File: config.mk
export PLATFORM = sky130hd
export DESIGN_NAME = fetch_page_buffer
export DESIGN_NICKNAME = d
export VERILOG_FILES = /design/src/rtl/fpb_pkg.sv /design/src/rtl/fpb_region_map.sv /design/src/rtl/fpb_datapath.sv /design/src/rtl/fpb_control.sv /design/src/rtl/fetch_page_buffer.sv
export SDC_FILE = /design/constraint.sdc
export NUM_CORES = 1
export LEC_CHECK = 0
export ABC_AREA = 0
export BUFFER_PORTS_ARGS = -buffer_cell sky130_fd_sc_hd__buf_2
export CAP_MARGIN = 20
export CORE_ASPECT_RATIO = 1.25
export CORE_UTILIZATION = 36
export CTS_BUF_LIST = sky130_fd_sc_hd__clkbuf_2 sky130_fd_sc_hd__clkbuf_4 sky130_fd_sc_hd__clkbuf_8
export DETAILED_ROUTE_END_ITERATION = 16
export GPL_TIMING_DRIVEN = 1
export PLACE_DENSITY = 0.58
export SLEW_MARGIN = 40
export SYNTH_ARGS = -nofsm -noshare
export SYNTH_HDL_FRONTEND = slang
export SYNTH_HIERARCHICAL = 1
export SYNTH_SLANG_ARGS = --single-unit
export TNS_END_PERCENT = 1
File: constraint.sdc
create_clock -name clk -period 6.2 [get_ports clk]
set_clock_uncertainty 0.15 [all_clocks]
set_input_delay 0.62 -clock clk [delete_from_list [all_inputs] [get_ports clk]]
set_output_delay 0.62 -clock clk [all_outputs]
set_load 0.02 [all_outputs]
File: src/rtl/fpb_pkg.sv
package fpb_pkg;

  typedef enum logic [1:0] {
    ST_IDLE,
    ST_CHECK,
    ST_WAIT,
    ST_DONE
  } fpb_state_e;

  // strobes from control to datapath
  typedef struct packed {
    logic accept;       // latch a new fetch
    logic captureCur;   // store mapped address of current word
    logic captureNext;  // store mapped address of current word + 2 as word 1
    logic advance;      // move to the second word of a split fetch
    logic refill;       // load tag from the translation response
    logic dropTag;      // empty the entry (failed translation)
    logic markOdd;      // flag an odd PC
    logic markAbort;    // flag a failed translation
  } fpb_strobe_t;

  // status from datapath to control
  typedef struct packed {
    logic oddPc;
    logic hit;
    logic crossing;
    logic isLong;
    logic secondHalf;
  } fpb_status_t;

  localparam logic [1:0] ROOT_EMPTY    = 2'd2;
  localparam logic [2:0] FC_SUPER_CODE = 3'd6;
  localparam logic [2:0] FC_USER_CODE  = 3'd2;

endpackage

File: src/rtl/fpb_region_map.sv
module fpb_region_map #(
  parameter int unsigned       ADDR_W    = 32,
  parameter logic [ADDR_W-1:0] RAM_BYTES = ADDR_W'(32'h0030_0000),
  parameter logic [ADDR_W-1:0] ROM_BYTES = ADDR_W'(32'h0004_0000),
  parameter logic [ADDR_W-1:0] ROM_START = ADDR_W'(32'h4000_0000),
  parameter logic [ADDR_W-1:0] ROM_LIMIT = ADDR_W'(32'h5000_0000)
) (
  input  logic [ADDR_W-1:0] phys,
  output logic [ADDR_W-1:0] mapped,
  output logic              isRom,
  output logic              isBad
);

  localparam logic [ADDR_W-1:0] ROM_MASK = ROM_BYTES - ADDR_W'(1);

  always_comb begin
    mapped = '0;
    isRom  = 1'b0;
    isBad  = 1'b0;
    if (phys < ROM_START) begin
      mapped = phys % RAM_BYTES;
    end else if (phys < ROM_LIMIT) begin
      mapped = phys & ROM_MASK;
      isRom  = 1'b1;
    end else begin
      isBad  = 1'b1;
    end
  end

endmodule

File: src/rtl/fpb_datapath.sv
module fpb_datapath
  import fpb_pkg::*;
#(
  parameter int unsigned       ADDR_W    = 32,
  parameter int unsigned       PS_W      = 4,
  parameter logic [ADDR_W-1:0] RAM_BYTES = ADDR_W'(32'h0030_0000),
  parameter logic [ADDR_W-1:0] ROM_BYTES = ADDR_W'(32'h0004_0000)
) (
  input  logic              clk,
  input  logic              rstN,
  input  fpb_strobe_t       strobe,
  output fpb_status_t       status,
  input  logic              xlatEnable,
  input  logic              supRootEn,
  input  logic [PS_W-1:0]   pageShift,
  input  logic              invalidateReq,
  input  logic [ADDR_W-1:0] fetchPc,
  input  logic              fetchLong,
  input  logic              superMode,
  input  logic [ADDR_W-1:0] xlRespBase,
  output logic [ADDR_W-1:0] reqAddr,
  output logic [2:0]        reqFc,
  output logic              outAddrErr,
  output logic              outAbort,
  output logic              outBusErr,
  output logic              outRom0,
  output logic [ADDR_W-1:0] outAddr0,
  output logic              outRom1,
  output logic [ADDR_W-1:0] outAddr1
);

  localparam int unsigned WORDS = 2;
  localparam logic [ADDR_W-1:0] WORD_STEP = ADDR_W'(2);
  localparam logic [ADDR_W-1:0] LONG_TAIL = ADDR_W'(3);

  // fetch context
  logic [ADDR_W-1:0] pcReg;
  logic              isLong, isSuper, secondHalf;

  // single-entry tag and payload
  logic [1:0]        tagRoot;
  logic [ADDR_W-1:0] tagPage, tagBase;

  // lookup
  logic [ADDR_W-1:0] offMask, curAddr, curPage, physCur, lastByte;
  logic [1:0]        curRoot;

  logic [ADDR_W-1:0] physWord   [WORDS];
  logic [ADDR_W-1:0] mappedWord [WORDS];
  logic              romWord    [WORDS];
  logic              badWord    [WORDS];

  // result registers
  logic [ADDR_W-1:0] resAddr [WORDS];
  logic              resRom  [WORDS];

  assign offMask  = (ADDR_W'(1) << pageShift) - ADDR_W'(1);
  assign curAddr  = secondHalf ? (pcReg + WORD_STEP) : pcReg;
  assign curPage  = curAddr & ~offMask;
  assign curRoot  = {1'b0, supRootEn & isSuper};
  assign physCur  = xlatEnable ? ((tagBase & ~offMask) | (curAddr & offMask)) : curAddr;
  assign lastByte = (pcReg & offMask) + LONG_TAIL;

  assign physWord[0] = physCur;
  assign physWord[1] = physCur + WORD_STEP;

  for (genvar g = 0; g < WORDS; g++) begin : g_map
    fpb_region_map #(
      .ADDR_W   (ADDR_W),
      .RAM_BYTES(RAM_BYTES),
      .ROM_BYTES(ROM_BYTES)
    ) u_map (
      .phys  (physWord[g]),
      .mapped(mappedWord[g]),
      .isRom (romWord[g]),
      .isBad (badWord[g])
    );
  end

  assign status.oddPc      = pcReg[0];
  assign status.hit        = (tagRoot == curRoot) && (tagPage == curPage);
  assign status.crossing   = (lastByte >> pageShift) != '0;
  assign status.isLong     = isLong;
  assign status.secondHalf = secondHalf;

  assign reqAddr = curAddr;
  assign reqFc   = isSuper ? FC_SUPER_CODE : FC_USER_CODE;

  // fetch context
  always_ff @(posedge clk or negedge rstN) begin
    if (!rstN) begin
      pcReg      <= '0;
      isLong     <= 1'b0;
      isSuper    <= 1'b0;
      secondHalf <= 1'b0;
    end else if (strobe.accept) begin
      pcReg      <= fetchPc;
      isLong     <= fetchLong;
      isSuper    <= superMode;
      secondHalf <= 1'b0;
    end else if (strobe.advance) begin
      secondHalf <= 1'b1;
    end
  end

  // tag: emptying wins over a refill in the same cycle
  always_ff @(posedge clk or negedge rstN) begin
    if (!rstN) begin
      tagRoot <= ROOT_EMPTY;
      tagPage <= '0;
      tagBase <= '0;
    end else if (invalidateReq || strobe.dropTag) begin
      tagRoot <= ROOT_EMPTY;
    end else if (strobe.refill) begin
      tagRoot <= curRoot;
      tagPage <= curPage;
      tagBase <= xlRespBase;
    end
  end

  // results
  always_ff @(posedge clk or negedge rstN) begin
    if (!rstN) begin
      outAddrErr <= 1'b0;
      outAbort   <= 1'b0;
      outBusErr  <= 1'b0;
      for (int k = 0; k < WORDS; k++) begin
        resAddr[k] <= '0;
        resRom[k]  <= 1'b0;
      end
    end else if (strobe.accept) begin
      outAddrErr <= 1'b0;
      outAbort   <= 1'b0;
      outBusErr  <= 1'b0;
      for (int k = 0; k < WORDS; k++) begin
        resAddr[k] <= '0;
        resRom[k]  <= 1'b0;
      end
    end else if (strobe.markAbort) begin
      outAbort  <= 1'b1;
      outBusErr <= 1'b0;
      for (int k = 0; k < WORDS; k++) begin
        resAddr[k] <= '0;
        resRom[k]  <= 1'b0;
      end
    end else begin
      if (strobe.markOdd) outAddrErr <= 1'b1;
      if (strobe.captureCur) begin
        resAddr[secondHalf] <= badWord[0] ? '0 : mappedWord[0];
        resRom[secondHalf]  <= romWord[0] & ~badWord[0];
      end
      if (strobe.captureNext) begin
        resAddr[1] <= badWord[1] ? '0 : mappedWord[1];
        resRom[1]  <= romWord[1] & ~badWord[1];
      end
      if ((strobe.captureCur && badWord[0]) || (strobe.captureNext && badWord[1]))
        outBusErr <= 1'b1;
    end
  end

  assign outAddr0 = resAddr[0];
  assign outRom0  = resRom[0];
  assign outAddr1 = resAddr[1];
  assign outRom1  = resRom[1];

endmodule

File: src/rtl/fpb_control.sv
module fpb_control
  import fpb_pkg::*;
(
  input  logic        clk,
  input  logic        rstN,
  input  fpb_status_t status,
  input  logic        xlatEnable,
  input  logic        fetchValid,
  input  logic        xlRespValid,
  input  logic        xlRespAbort,
  output fpb_strobe_t strobe,
  output logic        fetchReady,
  output logic        xlReqValid,
  output logic        doneValid
);

  fpb_state_e state, nextState;

  always_ff @(posedge clk or negedge rstN) begin
    if (!rstN) state <= ST_IDLE;
    else       state <= nextState;
  end

  always_comb begin
    strobe     = '0;
    nextState  = state;
    fetchReady = 1'b0;
    xlReqValid = 1'b0;
    doneValid  = 1'b0;
    unique case (state)
      ST_IDLE: begin
        fetchReady = 1'b1;
        if (fetchValid) begin
          strobe.accept = 1'b1;
          nextState     = ST_CHECK;
        end
      end
      ST_CHECK: begin
        if (!status.secondHalf && status.oddPc) begin
          strobe.markOdd = 1'b1;
          nextState      = ST_DONE;
        end else if (!xlatEnable) begin
          strobe.captureCur  = 1'b1;
          strobe.captureNext = status.isLong;
          nextState          = ST_DONE;
        end else if (status.hit) begin
          strobe.captureCur = 1'b1;
          if (!status.secondHalf && status.isLong) begin
            if (status.crossing) begin
              strobe.advance = 1'b1;
            end else begin
              strobe.captureNext = 1'b1;
              nextState          = ST_DONE;
            end
          end else begin
            nextState = ST_DONE;
          end
        end else begin
          xlReqValid = 1'b1;
          nextState  = ST_WAIT;
        end
      end
      ST_WAIT: begin
        if (xlRespValid) begin
          if (xlRespAbort) begin
            strobe.markAbort = 1'b1;
            strobe.dropTag   = 1'b1;
            nextState        = ST_DONE;
          end else begin
            strobe.refill = 1'b1;
            nextState     = ST_CHECK;
          end
        end
      end
      ST_DONE: begin
        doneValid = 1'b1;
        nextState = ST_IDLE;
      end
      default: nextState = ST_IDLE;
    endcase
  end

endmodule

File: src/rtl/fetch_page_buffer.sv
module fetch_page_buffer
  import fpb_pkg::*;
#(
  parameter int unsigned       ADDR_W    = 32,
  parameter int unsigned       PS_W      = 4,
  parameter logic [ADDR_W-1:0] RAM_BYTES = ADDR_W'(32'h0030_0000),
  parameter logic [ADDR_W-1:0] ROM_BYTES = ADDR_W'(32'h0004_0000)
) (
  input  logic              clk,
  input  logic              rstN,
  input  logic              xlatEnable,
  input  logic              supRootEn,
  input  logic [PS_W-1:0]   pageShift,
  input  logic              ctrlWrite,
  input  logic              flushPulse,
  input  logic              fetchValid,
  output logic              fetchReady,
  input  logic [ADDR_W-1:0] fetchPc,
  input  logic              fetchLong,
  input  logic              superMode,
  output logic              xlReqValid,
  output logic [ADDR_W-1:0] xlReqAddr,
  output logic [2:0]        xlReqFc,
  input  logic              xlRespValid,
  input  logic              xlRespAbort,
  input  logic [ADDR_W-1:0] xlRespBase,
  output logic              doneValid,
  output logic              doneAddrErr,
  output logic              doneAbort,
  output logic              doneBusErr,
  output logic              doneRom0,
  output logic [ADDR_W-1:0] doneAddr0,
  output logic              doneRom1,
  output logic [ADDR_W-1:0] doneAddr1
);

  fpb_strobe_t strobe;
  fpb_status_t status;

  fpb_control u_ctrl (
    .clk        (clk),
    .rstN       (rstN),
    .status     (status),
    .xlatEnable (xlatEnable),
    .fetchValid (fetchValid),
    .xlRespValid(xlRespValid),
    .xlRespAbort(xlRespAbort),
    .strobe     (strobe),
    .fetchReady (fetchReady),
    .xlReqValid (xlReqValid),
    .doneValid  (doneValid)
  );

  fpb_datapath #(
    .ADDR_W   (ADDR_W),
    .PS_W     (PS_W),
    .RAM_BYTES(RAM_BYTES),
    .ROM_BYTES(ROM_BYTES)
  ) u_dp (
    .clk          (clk),
    .rstN         (rstN),
    .strobe       (strobe),
    .status       (status),
    .xlatEnable   (xlatEnable),
    .supRootEn    (supRootEn),
    .pageShift    (pageShift),
    .invalidateReq(ctrlWrite | flushPulse),
    .fetchPc      (fetchPc),
    .fetchLong    (fetchLong),
    .superMode    (superMode),
    .xlRespBase   (xlRespBase),
    .reqAddr      (xlReqAddr),
    .reqFc        (xlReqFc),
    .outAddrErr   (doneAddrErr),
    .outAbort     (doneAbort),
    .outBusErr    (doneBusErr),
    .outRom0      (doneRom0),
    .outAddr0     (doneAddr0),
    .outRom1      (doneRom1),
    .outAddr1     (doneAddr1)
  );

endmodule

* Word-level counts from Yosys, hierarchy flattened *
Cells that the tools add are included.

word-level totals
  memories = 0
  latch bits = 0
  flip-flop bits (word level) = 172
  ROM bits = 0
  RAM bits = 0
  input bits = 79
  logic and storage cells = 149

cells by class
  order comparisons = 6
  bitwise logic cells = 14
  multiplexer cells = 76
  divide/modulo/power cells = 2
  reduce and logical (&&, ||, !) cells = 21
  shifts and indexed selects = 2
  $mul = 0
  eq/ne operators = 9
  add/sub/neg operators = 4

operators with widths
  kind                                                          number
  two-way mux 32 bit                                            8
  two-way mux 64 bit                                            3
  bitwise AND 32 bit                                            4
  less-than comparator 32 x 31 -> 1 bit, second input constant  4
  adder 32 x 2 -> 32 bit, second input constant                 3
  bitwise mux 64 bit                                            1
  modulo 32 x 22 -> 32 bit, second input constant               2
  two-way mux 1 bit                                             37
  two-way mux 18 bit                                            2
  two-way mux 2 bit                                             17
  demux 32 bit (select 1 bit)                                   1
  equality test 32 bit                                          1
  inverter 32 bit                                               1
  OR 32 bit                                                     1
  nonzero test 32 bit                                           1
  << shifter 1 x 4 -> 32 bit, first input constant              1
  right shift 32 x 4 -> 32 bit                                  1
  subtractor 32 x 2 -> 32 bit, second input constant            1
  two-way mux 3 bit                                             4
  case mux 2 bit (4 select lines)                               1
  nonzero test 2 bit                                            4
  logical AND 1 bit                                             6
  inequality test 6 x 5 -> 1 bit, second input constant         1
  nonzero test 3 bit                                            2
  other kinds (19)                                              27

* Longest topological paths before layout *
  depth in word-level cells = 17
  gate-level depth with buffers = 28
  gate-level depth less buffers = 22

* Modules after synthesis *
Netlist, hierarchy kept.

by module, submodules not included
  module             area each (um^2)  cells an instance  instances
  fpb_datapath       10288.6           1069               1
  fpb_region_map     1013.5            153                2
  fpb_control        221.5             27                 1
  fetch_page_buffer  6.3               1                  1

* Worst setup path before layout *
No wires, ideal clock.

  kind = input-to-reg
  start point = input pageShift[2]
  end point = register u_dp.resAddr, in the netlist u_dp/outAddr1[21]
  library setup time = 0.083 ns
  arrival time = 6.135 ns
  stages = 24
  path slack = -0.167 ns
  path buffers = 3
  path through = buf_2 buf_2 buf_2 nor4_1 inv_1 ha_1 or4b_1 a21oi_2 nor3_1 nor4b_4 nand3_1 nor4_4 nand3_1 xnor2_1 or4b_1 mux2i_1 o22a_1 nor4b_1 a32oi_2 o211ai_2 or3b_1 a31oi_1 a22oi_1 o21ai_0

RTL lines
  item                             RTL line                 source
  from (decl)                      fetch_page_buffer.sv:13  input logic [PS_W-1:0] pageShift,
  to (signal, indexed assignment)  fpb_datapath.sv:149      resAddr[secondHalf] <= badWord[0] ? '0 : mappedWord[0];
  to (decl)                        fpb_datapath.sv:54       logic [ADDR_W-1:0] resAddr [WORDS];

==> impl_metrics.json <==
{
  "rsz0062_at_grt": "false",
  "cts_setup_buffers": 0,
  "synth_xor_area_share_pct": 6.94,
  "clk_latency_ps": 510,
  "syn_inst": 1403,
  "period_minus_slack_ps": 5900,
  "ys.flop_type": "dfrtp_1",
  "antenna_found_initial": 1,
  "hold_path_depth": 3,
  "run_status": "finished clean",
  "finalCritPeriodShare_pct": 95.1,
  "grt_start_max_net_pins": 82,
  "synth_compound_area_share_pct": 19.7,
  "yosys_warnings": 6,
  "firstDrtPassIters": 5,
  "dp_slack_ps": -243,
  "yosysUniqueCellTypes": 103,
  "cp-start-kind": "flop",
  "r2r_cells": 20,
  "num_antenna_cells": 0,
  "grt_pass1_vias": 11100,
  "cts_tree": "yes",
  "coreArea_um2": 34400,
  "regArea_um2": 4310,
  "multi_input_area_um2": 7650,
  "synthAdderAreaFrac_pct": 0.499,
  "synth_edf_count": 0,
  "power_density_nw_per_um2": 447,
  "wl_per_cell_um": 19.2,
  "layout-drive-gt1-share_pct": 30.8,
  "worstMarginPinSlew_ps": 806,
  "yosys.area.top_type_share_pct": 34.1,
  "gp_congestion": 0.901,
  "via_per_inst": 5.49,
  "p_leak_uw": 0.00664,
  "layout.cells.non_filler": 2110,
  "clock.fmax_mhz": 170,
  "synth_top_family_by_area": "simple AND/OR/NAND/NOR gates",
  "tns_ps": 0,
  "die_h_um": 211,
  "power.total_uw": 6680,
  "required_ps": 6470,
  "die_w_um": 169,
  "die-area_um2": 35600,
  "antenna_left": 0,
  "critPathKind": "reg -> reg",
  "dp_cells": 2077,
  "syn_to_final_growth_pct": 19.1,
  "num_rows": 76,
  "synthSimpleGateAreaFrac_pct": 23.6,
  "drtIter0Drc": 893,
  "drcViolationCount": 0,
  "overflow": 0,
  "clk_path_buf_depth": 2,
  "critPathArrivalTime_ps": 6170,
  "synthTopCellsByArea": "dfrtp_1 34%, mux2_2 7.3%, xnor2_1 4.6%",
  "num_io_pins": 186,
  "path_clk_slew_ps": 110,
  "wl_met2_um": 19800,
  "grt_usage_pct": 23.0,
  "synthArstFlopShare_pct": 100,
  "yosysTopAreaCell": "dfrtp_1",
  "root_buffer": "clkbuf_8",
  "setup_ws_ps": 304,
  "grt_pass1_wl_um": 63300,
  "hold_viol_final": 0,
  "setup_viol": 0,
  "peakVddDrop_v": 0.000323,
  "synthMuxAreaShare_pct": 8.63,
  "wirelength_um": 40500,
  "nets": 1713,
  "slew-limit-headroom_pct": 45.5,
  "cts-buffers-inserted": 17,
  "cp-end-kind": "flop",
  "top_layer_used": "met5",
  "start_util_pct": 36.4,
  "numClockSinks": 172,
  "synth_area_um2": 12500,
  "final_core_util_pct": 43.4,
  "seq_area_frac_synth_pct": 34.3,
  "wl_met1_um": 17600,
  "avgSynthCellArea_um2": 8.94,
  "dp_hpwl_um": 31100,
  "numPortBuffers": 183,
  "num_vias": 11600,
  "slew_violations": 0,
  "cap_violations": 0,
  "wl_met3_um": 1880,
  "htree_levels": 4,
  "hp-class": "in -> reg",
  "crit_fanout": 10,
  "synth-seq-cells": 172,
  "nFillCells": 3451
}
layout make-up:
class | instances | share of cell area [%]
Multi-Input combinational cell | 1086 | 51.2
Sequential cell | 172 | 28.8
Timing Repair Buffer | 304 | 12.4
Tap cell | 468 | 3.92
Clock buffer | 18 | 1.62
Inverter | 48 | 1.21
Clock inverter | 14 | 0.813
registers in the layout, indices dropped and copies added, names as in the netlist:
| signal | flops |
|---|---|
| u_dp/outAddr0 | 32 |
| u_dp/tagRoot | 2 |
| u_dp/secondHalf | 1 |
| u_dp/isLong | 1 |
| u_ctrl/state | 2 |
| u_dp/tagPage | 32 |
| u_dp/outAddrErr | 1 |
| u_dp/tagBase | 32 |
| u_dp/outAbort | 1 |
| u_dp/outRom0 | 1 |
| u_dp/outAddr1 | 32 |
| u_dp/outBusErr | 1 |
| u_dp/isSuper | 1 |
| u_dp/outRom1 | 1 |
| u_dp/pcReg | 32 |
metrics by stage:
step           hold slack [ps]  cell area [um^2]
3_5_place_dp               315             14500
5_1_grt                    161             14900
3_3_place_gp               308             14500
2_1_floorplan              174             12600
4_1_cts                    137             14900
6_report                   171             14900
worst max-delay path: stages (launching register included):
cell,delay [ps]
dfrtp_1,470
nand4_2,270
buf_4,270
nor4_1,470
xnor2_2,260
mux2_4,290
nand4_1,280
nor4_4,330
buf_4,170
nand4_1,110
xnor2_2,230
or4b_1,540
mux2i_1,290
o22a_1,300
o21ai_0,150
a32oi_2,250
o211ai_2,130
or3b_1,350
a31oi_1,190
a22oi_1,110
o21ai_0,170
repair_timing:
item                                    4_1_cts  5_1_grt
endpoints found under the hold margin        61        0
resized for setup                             0        8
endpoints found under the setup margin        0        2
hold buffers                                  1        0
per-layer routing:
metal | vias to the layer above | track usage, %
met5 | - | 0
met2 | 351 | 39.2
met1 | 5640 | 29.4
met4 | 2 | 8.18
li1 | 5532 | -
met3 | 66 | 3.28
final timing paths:
path / slack [ps] / to / from
max: 300 / u_dp/outAddr1[21] / u_dp/pcReg[5]
min: 170 / u_dp/pcReg[13] / fetchPc[13]
max reg2reg: 300 / u_dp/outAddr1[21] / u_dp/pcReg[5]
min reg2reg: 330 / u_dp/outAddr1[31] / u_dp/outAddr1[31]
max in group asynchronous: 4270 / u_dp/tagPage[23] / rstN
min in group asynchronous: 540 / u_dp/outAddr0[31] / rstN
cell families after synthesis:
| group | count (synthesis) |
|---|---|
| AND/OR/NAND/NOR | 521 |
| AO/OA/AOI/OAI | 343 |
| flip-flops | 172 |
| buffers and inverters | 163 |
| multiplexers | 98 |
| XOR/XNOR | 97 |
| adder cells (fa/ha/maj) | 5 |
| other | 4 |
synthesized netlist by cell type (26+ instances only):
| library cell | number |
|---|---|
| dfrtp_1 | 171 |
| xnor2_1 | 66 |
| mux2_2 | 81 |
| inv_1 | 43 |
| and2_1 | 41 |
| a21oi_1 | 26 |
| buf_4 | 29 |
| nor2_1 | 68 |
| nor3_1 | 29 |
| xor2_1 | 29 |
| a22o_1 | 38 |
| clkbuf_1 | 54 |
| nand3_1 | 37 |
| nand2_1 | 145 |
| o21ai_0 | 102 |
| a22oi_1 | 35 |
cell usage in the layout (no fill, tap or decap), types with 22 or more instances in the layout:
cell,count
nand4_1,25
mux2_2,80
conb_1,22
buf_2,182
xor2_1,29
a22oi_1,35
a21oi_1,25
nand3_1,37
nor3_1,28
o21ai_0,101
nor2_1,68
dfrtp_1,171
nand2_1,144
a22o_1,38
and2_1,40
nand2b_1,23
inv_1,43
buf_4,117
xnor2_1,60
where the power goes:
| group | internal [uW] | switching, uW |
|---|---|---|
| Combinational | 1680 | 2420 |
| Sequential | 1470 | 335 |
| Clock | 296 | 481 |
Note: power is estimated with default switching activity, not from simulation.
